==> config.mk <==
export PLATFORM = sky130hd
export DESIGN_NAME = tapped_delay_line
export DESIGN_NICKNAME = d
export VERILOG_FILES = /design/src/rtl/tapped_delay_line.sv
export SDC_FILE = /design/constraint.sdc
export NUM_CORES = 1
export LEC_CHECK = 0
export BUFFER_PORTS_ARGS = -buffer_cell sky130_fd_sc_hd__buf_2
export CORE_AREA = 2 2 201 183
export DETAILED_ROUTE_END_ITERATION = 7
export DIE_AREA = 0 0 203 185
export GPL_TIMING_DRIVEN = 0
export PLACE_DENSITY = 0.74
export SYNTH_ARGS = -nofsm -noshare
export SYNTH_HDL_FRONTEND = slang
export SYNTH_SLANG_ARGS = --single-unit
==> constraint.sdc <==
create_clock -name clk -period 1.4 [get_ports clk]
set_input_delay 0.14 -clock clk [delete_from_list [all_inputs] [get_ports clk]]
set_output_delay 0.14 -clock clk [all_outputs]
set_load 0.005 [all_outputs]
==> src/rtl/tapped_delay_line.sv <==
module tapped_delay_line #(
  parameter int WIDTH = 8,
  parameter int NSEC  = 6
) (
  input  logic             clk,
  input  logic             rst_n,
  input  logic             clk_en,
  input  logic [WIDTH-1:0] din,
  input  logic [NSEC-1:0]  dly_sel,
  output logic [WIDTH-1:0] dout
);

  logic [WIDTH-1:0] tap [NSEC+1];

  assign tap[0] = din;

  for (genvar i = 0; i < NSEC; i++) begin : g_sec
    localparam int K   = NSEC - 1 - i;
    localparam int LEN = 1 << K;

    logic [WIDTH-1:0] sr [LEN];

    always_ff @(posedge clk or negedge rst_n) begin
      if (!rst_n) begin
        for (int j = 0; j < LEN; j++) sr[j] <= '0;
      end else if (clk_en) begin
        sr[0] <= tap[i];
        for (int j = 1; j < LEN; j++) sr[j] <= sr[j-1];
      end
    end

    assign tap[i+1] = dly_sel[K] ? sr[LEN-1] : tap[i];
  end

  assign dout = tap[NSEC];

  p_reset_zero_r1: assert property (@(posedge clk) disable iff (!rst_n)
    (!$past(rst_n) && dly_sel != '0) |-> (dout == '0));

  p_passthru_r2: assert property (@(posedge clk) disable iff (!rst_n)
    (dly_sel == '0) |-> (dout == din));

  p_unit_delay_r3: assert property (@(posedge clk) disable iff (!rst_n)
    ($past(rst_n) && $past(clk_en) && dly_sel == NSEC'(1) && $past(dly_sel) == NSEC'(1))
      |-> (dout == $past(din)));

  p_stall_hold_r4: assert property (@(posedge clk) disable iff (!rst_n)
    ($past(rst_n) && !$past(clk_en) && $stable(dly_sel) && $stable(din))
      |-> $stable(dout));

endmodule

==> impl_metrics.tcl <==
set metrics [dict create \
    final_layout_size_suffix_gt1_share_pct 51.20 \
    pwr-share-seq_pct 52.5 \
    final.setup.worst_slack_ns -0.6650 \
    hp-class "input port to register" \
    grt_pass1_vias 10571 \
    yosys.area.top_type "dfrtp_1" \
    cts_tree "done" \
    power.internal_uw 33100 \
    worstSetupStartpointType "register" \
    via_per_inst 5.490 \
    power.net_switching_uw 11140 \
    rsz0062_at_grt "yes" \
    yosysWarnings 0 \
    leakage_uw 0.01030 \
    hold_violations 0 \
    syn_nets 1247 \
    avgSynthCellArea_um2 15.93 \
    reg.largest.list "g_sec.sr: 504 flops" \
    die_w_um 203 \
    outcome "finished with violations" \
    cts_buffers 49 \
    setup-violations-final 173 \
    final_nets 1356 \
    synthArstFlopShare_pct 100.0 \
    clock_path_buffers 3 \
    path_max_fanout 2 \
    synth_top_area_share_pct 64.38 \
    max_freq_mhz 484.3 \
    netlist_area_um2 19590 \
    top_register "g_sec.sr" \
    crit_path_end_kind "output pin" \
    clock_sinks 504 \
    io_pins 25 \
    slew_headroom_pct 58.69 \
    cp.required_ns 1.26 \
    overflow 0 \
    core_area_um2 35590 \
    period_share_pct 147.5 \
    grt_pass1_wl_um 57380 \
    drtIter0Drc 554 \
    drt_pass1_iterations 4 \
    post-place-ws_ns -0.7432 \
    wl_per_cell_um 18.55 \
    finClkSkew_ns 0.01150 \
    routed_wl_um 34370 \
    die_area_um2 37560 \
    critPathMaxStageDelay_ns 0.42 \
    violations "setup timing" \
    fin_area_um2 22590 \
    cpLargestDelayFamily "compound AO/OA/AOI/OAI gates" \
    hpwl_um 21440 \
    dpl.cell_count 1730 \
    die_h_um 185 \
    final_cell_mix "dfrtp_1, mux2_2, buf_2, clkbuf_16, clkbuf_1" \
    portBuffers 20 \
    ys_seq_elements 504 \
    area_growth_pct 15.29 \
    fin_cells 1853 \
    vias 10173 \
    power_density_nw_per_um2 1958 \
    largest_register_ff_count 504 \
    clkTransAtPathRegs_ns 0.06 \
    place_area_um2 20410 \
    clockRootBuffer "clkbuf_16" \
    ys_seq_area_share_pct 64.38 \
    ys_top_cells_by_area "dfrtp_1, mux2_2, buf_2, nor2b_1, a21oi_1" \
    synthCells 1230 \
    globalplace.congestion 0.8501 \
    antennaDiodeCount 0 \
    start_util_pct 55.04 \
    arrival_ns 1.92 \
    final_common_cell "dfrtp_1" \
    crit_chain "nor3b_2, o31a_1, o41ai_2, buf_4, buf_6" \
    cp_slowest_cell "dfrtp_1" \
    synth_cell_type_count 27 \
    h-tree-depth 2 \
    synth_ff_type "dfrtp_1" \
    cp_num_buf_inv 2 \
    p_sw_share_pct 25.18 \
    combPwrFrac_pct 17.6 \
    row_count 66 \
    max_slew.worst_pin.slew_ns 0.6173 \
    layout_min_cycle_time_ns 2.065 \
    antenna_found_initial 0 \
    vdd_drop_max_mv 1.147 \
    postRouteAntennaNets 0 \
    worstSkewPairLatency_ns 0.57 \
    grt_max_degree 128 \
    clkPwrFrac_pct 29.9 \
    gr-usage-all-layers_pct 19.20 \
    drc 0 \
    synth-edff-count 0 \
    path_class "register to output pin" \
    slew_violations 0 \
    maxCapViolations 0 \
]
-- tightest hold or removal path, cell delays in order --
cell	delay [ns]
buf_2	0.14
mux2i_1	0.13
a21oi_1	0.16
-- area by class of cell --
| cell class | instances | area [um^2] |
|---|---|---|
| Multi-Input combinational cell | 637 | 6628 |
| Clock buffer | 74 | 1430 |
| Fill cell | 2543 | 13010 |
| Sequential cell | 504 | 12610 |
| Timing Repair Buffer | 61 | 655.6 |
| Buffer | 78 | 427.9 |
| Tap cell | 476 | 595.6 |
| Clock inverter | 15 | 203.9 |
| Inverter | 8 | 30.03 |
-- kinds of logic after synthesis --
kind of cell    count (synthesis)  synth area share [%]
compound gates                 73                 2.459
buf+inv                        89                 2.427
flops                         504                 64.38
mux                           504                 29.00
simple gates                   60                 1.737
-- final timing paths --
kind | slack (ns) | depth (start not counted) | start | end
worst min register to register | 0.50 | 1 | g_sec[0].sr[192] | g_sec[0].sr[184]
worst min-delay path | 0.05 | 3 | din[5] | g_sec[1].sr[125]
max in group asynchronous | -0.39 | 8 | rst_n | g_sec[1].sr[79]
worst max register to register | -0.09 | 4 | g_sec[0].sr[7] | g_sec[2].sr[63]
worst max-delay path | -0.66 | 5 | g_sec[1].sr[6] | dout[6]
min in group asynchronous | 0.54 | 5 | rst_n | g_sec[1].sr[67]
-- synth_stat cells (9+ instances only) --
| cell | n |
|---|---|
| o21ai_0 | 9 |
| clkbuf_1 | 14 |
| nor2_1 | 18 |
| a21oi_1 | 16 |
| dfrtp_1 | 504 |
| buf_2 | 52 |
| mux2_2 | 492 |
| nor2b_1 | 16 |
-- stage by stage --
step                      utilization (%)  total power (uW)  hold WS, ns  setup TNS (ns)
after detailed placement            57.34             30730      0.03678         -355.23
after global routing                63.46             46720      0.07861          -88.13
final                               63.46             44230      0.05370          -43.44
after global placement              57.00             30120       0.4552        -5112.13
after floorplan                         -             28140      -0.1556               0
after CTS                           63.23             44620      -0.1607          -4.713
-- metal layers --
metal / part of all wire [%] / global-route usage, % / wire [um]
met3: 3.6 / 3.132 / 1231
met1: 47 / 27.90 / 16130
met2: 46 / 29.55 / 15960
met4: 3.0 / 6.949 / 1047
met5: 0 / 0 / 0
-- power groups by stage --
| stage | combinational [uW] | clock, uW | sequential (uW) |
|---|---|---|---|
| after floorplan | 6060 | 0 | 22100 |
| after global placement | 6920 | 0 | 23200 |
| after detailed placement | 7290 | 0 | 23400 |
| after CTS | 7840 | 13500 | 23200 |
| after global routing | 8560 | 14200 | 24000 |
| final | 7780 | 13200 | 23200 |
-- what timing repair did --
| item | in CTS | in global routing |
|---|---|---|
| setup endpoints to repair | 307 | 76 |
| gates cloned | 1 | 1 |
| setup buffers | 18 | 1 |
| endpoints found under the hold margin | 268 | 226 |
| resized for setup | 25 | 8 |
| hold buffers | 15 | 1 |
| pin swaps | 19 | 3 |
No activity file was read; power rests on OpenSTA's default activity.
